## config.mk

```make
export PLATFORM = sky130hd
export DESIGN_NAME = ssrf_seq
export DESIGN_NICKNAME = d
export VERILOG_FILES = /design/src/rtl/ssrf_pkg.sv /design/src/rtl/ssrf_tf_track.sv /design/src/rtl/ssrf_rf_track.sv /design/src/rtl/ssrf_rf_table.sv /design/src/rtl/ssrf_irq_order.sv /design/src/rtl/ssrf_seq.sv
export SDC_FILE = /design/constraint.sdc
export NUM_CORES = 1
export LEC_CHECK = 0
export BUFFER_PORTS_ARGS = -buffer_cell sky130_fd_sc_hd__buf_2
export CORE_AREA = 2 2 39 41
export DETAILED_ROUTE_END_ITERATION = 8
export DIE_AREA = 0 0 41 43
export PLACE_DENSITY = 0.5
export SLEW_MARGIN = 20
export SYNTH_ARGS = -nofsm -noshare
export SYNTH_HDL_FRONTEND = slang
export SYNTH_SLANG_ARGS = --single-unit
```

## constraint.sdc

```tcl
create_clock -name clk -period 2.28 [get_ports clk]
set_input_delay 0.456 -clock clk [delete_from_list [all_inputs] [get_ports clk]]
set_output_delay 0.456 -clock clk [all_outputs]
set_load 0.05 [all_outputs]
```

## src/rtl/ssrf_pkg.sv

```systemverilog
package ssrf_pkg;
  localparam int KIND_W = 3;

  typedef enum logic [KIND_W-1:0] {
    EVK_FAULT    = 3'd0,
    EVK_BP_FAULT = 3'd1,
    EVK_TRAP     = 3'd2,
    EVK_HW_INT   = 3'd3,
    EVK_SW_INT   = 3'd4
  } evt_kind_e;
endpackage

```

## src/rtl/ssrf_tf_track.sv

```systemverilog
module ssrf_tf_track (
  input  logic clk,
  input  logic rst_n,
  input  logic retire_i,
  input  logic flag_wr_i,
  input  logic flag_wr_tf_i,
  input  logic restore_i,
  input  logic restore_tf_i,
  input  logic sw_evt_i,
  output logic tf_o,
  output logic step_fire_o
);
  logic tf_q, armed_q, tf_next;

  // Arming bit: latched from TF as it stands after an instruction,
  // and consumed at the end of the next one.
  assign tf_next     = flag_wr_i ? flag_wr_tf_i : tf_q;
  assign step_fire_o = retire_i && armed_q && !restore_i;

  always_ff @(posedge clk) begin
    if (!rst_n) begin
      tf_q    <= 1'b0;
      armed_q <= 1'b0;
    end else if (restore_i) begin
      tf_q    <= restore_tf_i;
      armed_q <= restore_tf_i;
    end else if (retire_i) begin
      if (armed_q) begin
        tf_q    <= 1'b0;
        armed_q <= 1'b0;
      end else begin
        tf_q    <= tf_next;
        armed_q <= tf_next;
      end
    end else if (sw_evt_i) begin
      tf_q    <= 1'b0;
      armed_q <= 1'b0;
    end
  end

  assign tf_o = tf_q;
endmodule

```

## src/rtl/ssrf_rf_track.sv

```systemverilog
module ssrf_rf_track (
  input  logic clk,
  input  logic rst_n,
  input  logic restore_i,
  input  logic restore_rf_i,
  input  logic bp_check_i,
  input  logic bp_match_i,
  output logic rf_o,
  output logic bp_fault_o
);
  logic rf_q;

  assign bp_fault_o = bp_check_i && bp_match_i && !rf_q;

  always_ff @(posedge clk) begin
    if (!rst_n)          rf_q <= 1'b0;
    else if (restore_i)  rf_q <= restore_rf_i;
    else if (bp_check_i) rf_q <= 1'b0;
  end

  assign rf_o = rf_q;
endmodule

```

## src/rtl/ssrf_rf_table.sv

```systemverilog
module ssrf_rf_table
  import ssrf_pkg::*;
(
  input  logic              rf_i,
  input  logic [KIND_W-1:0] kind_i,
  input  logic              rep_more_i,
  output logic              saved_rf_o
);
  always_comb begin
    unique case (kind_i)
      EVK_FAULT:             saved_rf_o = 1'b1;
      EVK_BP_FAULT:          saved_rf_o = rf_i;
      EVK_TRAP, EVK_HW_INT:  saved_rf_o = rep_more_i | rf_i;
      EVK_SW_INT:            saved_rf_o = 1'b0;
      default:               saved_rf_o = rf_i;
    endcase
  end
endmodule

```

## src/rtl/ssrf_irq_order.sv

```systemverilog
module ssrf_irq_order (
  input  logic clk,
  input  logic rst_n,
  input  logic retire_i,
  input  logic step_fire_i,
  input  logic ext_irq_i,
  output logic irq_take_o
);
  logic resample_q;

  always_ff @(posedge clk) begin
    if (!rst_n) resample_q <= 1'b0;
    else        resample_q <= step_fire_i;
  end

  assign irq_take_o = ext_irq_i && !step_fire_i && (retire_i || resample_q);
endmodule

```

## src/rtl/ssrf_seq.sv

```systemverilog
module ssrf_seq
  import ssrf_pkg::*;
(
  input  logic              clk,
  input  logic              rst_n,
  input  logic              retire_i,
  input  logic              flag_wr_i,
  input  logic              flag_wr_tf_i,
  input  logic              restore_i,
  input  logic              restore_tf_i,
  input  logic              restore_rf_i,
  input  logic              bp_check_i,
  input  logic              bp_match_i,
  input  logic              evt_valid_i,
  input  logic [KIND_W-1:0] evt_kind_i,
  input  logic              rep_more_i,
  input  logic              ext_irq_i,
  output logic              step_req_o,
  output logic              irq_take_o,
  output logic              bp_fault_o,
  output logic              tf_o,
  output logic              rf_o,
  output logic              saved_rf_o
);
  logic sw_evt, step_fire, rf_live;

  assign sw_evt = evt_valid_i && (evt_kind_i == EVK_SW_INT);

  ssrf_tf_track u_tf (
    .clk(clk), .rst_n(rst_n), .retire_i(retire_i), .flag_wr_i(flag_wr_i),
    .flag_wr_tf_i(flag_wr_tf_i), .restore_i(restore_i),
    .restore_tf_i(restore_tf_i), .sw_evt_i(sw_evt),
    .tf_o(tf_o), .step_fire_o(step_fire)
  );

  ssrf_rf_track u_rf (
    .clk(clk), .rst_n(rst_n), .restore_i(restore_i),
    .restore_rf_i(restore_rf_i), .bp_check_i(bp_check_i),
    .bp_match_i(bp_match_i), .rf_o(rf_live), .bp_fault_o(bp_fault_o)
  );

  ssrf_rf_table u_tab (
    .rf_i(rf_live), .kind_i(evt_kind_i), .rep_more_i(rep_more_i),
    .saved_rf_o(saved_rf_o)
  );

  ssrf_irq_order u_irq (
    .clk(clk), .rst_n(rst_n), .retire_i(retire_i), .step_fire_i(step_fire),
    .ext_irq_i(ext_irq_i), .irq_take_o(irq_take_o)
  );

  assign step_req_o = step_fire;
  assign rf_o       = rf_live;
endmodule

```

==> flow_metrics.tcl <==
set metrics [dict create \
    dieArea_um2 1760 \
    portBuffers 21 \
    die_h_um 43 \
    drt_iter0_markers 4 \
    nets 63 \
    post_cts_buffers 0 \
    r2r-start "u_tf.tf_o" \
    grt_max_degree 5 \
    slowest_delay_ps 260 \
    synth_area_um2 164 \
    n_antenna_cell 0 \
    fin_cells 62 \
    gp_congestion 0.581 \
    hold_viol_final 0 \
    multi_input_area_um2 96.3 \
    routed_wl_um 553 \
    powerDensity_nw_per_um2 649 \
    ant_nets 0 \
    worstMarginPinSlew_ps 233 \
    antenna_found_initial 0 \
    tns_ps 0 \
    num_rows 14 \
    swShare_pct 31.6 \
    tritoncts.num_buffers 3 \
    setup_viol 0 \
    power_frac_clock_pct 45.7 \
    seqCellArea_um2 60.1 \
    peakVddDrop_v 0.0000941 \
    combPwrFrac_pct 26.5 \
    setup_slack_ps 660 \
    via_per_inst 3.94 \
    place_ws_ps 667 \
    holdBufCountCts 0 \
    post_cts_resize_count 0 \
    path_clk_slew_ps 30 \
    cp.arrival_ps 1160 \
    hpwlAfterDp_um 453 \
    clockRootBuffer "clkbuf_4" \
    synth_seq_cells 3 \
    tritoncts "done" \
    layout_common_cells "buf_2 (21), nor2_1 (3), o21ai_0 (3), clkbuf_4 (3), dfxtp_1 (3)" \
    clk_latency_ps 230 \
    power_mw 0.205 \
    crit_type "input pin to output pin" \
    drive_gt1_share_pct 54.3 \
    start_util_pct 11.8 \
    crit_chain "buf_2 > inv_1 > and3_1 > nor2_1 > buf_2" \
    syn_nets 37 \
    seq_area_frac_synth_pct 36.6 \
    grt_pass1_wl_um 841 \
    worstHoldStart "rst_n" \
    crit_family "buffers and inverters" \
    dp.cells 58 \
    synth_cells 21 \
    finalCritPeriodShare_pct 71.1 \
    clock_sinks 3 \
    worst-endpoint-required_ps 1820 \
    fill_cells 163 \
    rsz0062_at_grt "no" \
    dr.pass1.iters 2 \
    maxCapViolations 0 \
    hold_slack_ps 460 \
    layout_commonest_cell "buf_2" \
    finalClockSkew_ps 5.88 \
    gr-total-overflow 0 \
    num_vias 244 \
    slowest_stage "buf_2" \
    worst-path-buf-inv 3 \
    setup.worst_path.start "restore_i" \
    grt_usage_pct 7.02 \
    cts_buffer_depth 2 \
    slew_viol_final 0 \
    htree_levels 1 \
    power.switching_mw 0.0648 \
    status "complete, no violations" \
    wl_per_cell_um 8.92 \
    p_seq_share_pct 27.9 \
    io_pins 22 \
    grt_pass1_vias 244 \
    end_kind "output pin" \
    synth_cell_types 13 \
    yosysWarnings 0 \
    area_growth_pct 92.4 \
    holdCritPathClass "input pin to flip-flop" \
    drc 0 \
    cp_common_cell "buf_2" \
    min_period_ps 1620 \
    avgSynthCellArea_um2 7.81 \
    p_int_mw 0.140 \
    fmax_ghz 0.617 \
    die_x_um 41 \
    coreArea_um2 1380 \
    start_kind "input pin" \
    worstPathMaxFanout 4 \
    slew_headroom_pct 84.3 \
    power_leakage_nw 0.175 \
]
metal layers:
layer	vias to the layer above	GRT usage, %	wire length, µm	share of wire (%)
met5	-	0	0	0
met1	108	8.01	221	40
li1	126	-	-	-
met3	0	0	49	8.9
met4	0	8.00	0	0
met2	10	10.3	282	51
worst register-to-register path, delay by kind of cell, from the launching register on:
family | cells | cell delay, ps
AO/OA/AOI/OAI | 2 | 380
buffers and inverters | 1 | 70
flip-flops | 1 | 340
metrics by stage:
step | instance area, µm² | utilization [%]
2_1_floorplan | 164 | -
3_3_place_gp | 289 | 20.9
3_5_place_dp | 289 | 20.9
4_1_cts | 315 | 22.8
5_1_grt | 315 | 22.8
6_report | 315 | 22.8
synthesized netlist by cell type:
cell type | count | area share [%]
a21oi_1 | 2 | 6.1
a311oi_1 | 1 | 5.3
and3_1 | 1 | 3.8
dfxtp_1 | 3 | 37
nor2_1 | 3 | 6.9
o21ai_0 | 3 | 9.2
o221a_2 | 1 | 6.9
nor2b_1 | 1 | 3.8
a41o_1 | 1 | 6.1
nor3b_1 | 1 | 4.6
nand2_1 | 1 | 2.3
inv_1 | 2 | 4.6
and2_1 | 1 | 3.8
sequential cells by signal, summed over array words and instances (netlist names):
register and count:
u_irq.resample_q 1, u_tf.tf_o 1, u_rf.rf_o 1
path summary, 6_finish.rpt:
path | end | slack (ps) | depth (start not counted)
setup reg to reg | u_tf.tf_o | 1380 | 3
hold / removal | u_irq.resample_q | 460 | 2
hold reg to reg | u_irq.resample_q | 690 | 2
setup / recovery | irq_take_o | 660 | 5
cells by family after synthesis:
logic type / synth area share (%)
buffers and inverters: 4.58
DFF: 36.6
AOI/OAI and AO/OA: 33.6
and+or+nand+nor: 25.2
area by class of cell:
class,instances,share of cell area [%]
timing repair buffer,21,33.3
multi-input combinational,16,30.6
sequential,3,19.0
clock buffer,4,8.33
tap,16,6.35
inverter,2,2.38
power groups by stage:
| stage | combinational [mW] | clock, mW | sequential (mW) |
|---|---|---|---|
| 5_1_grt | 0.0586 | 0.100 | 0.0572 |
| 6_report | 0.0541 | 0.0934 | 0.0570 |
| 3_5_place_dp | 0.0545 | 0 | 0.0578 |
| 2_1_floorplan | 0.0250 | 0 | 0.0646 |
| 3_3_place_gp | 0.0542 | 0 | 0.0578 |
| 4_1_cts | 0.0546 | 0.0978 | 0.0571 |
No activity file was read; power rests on OpenSTA's default activity.
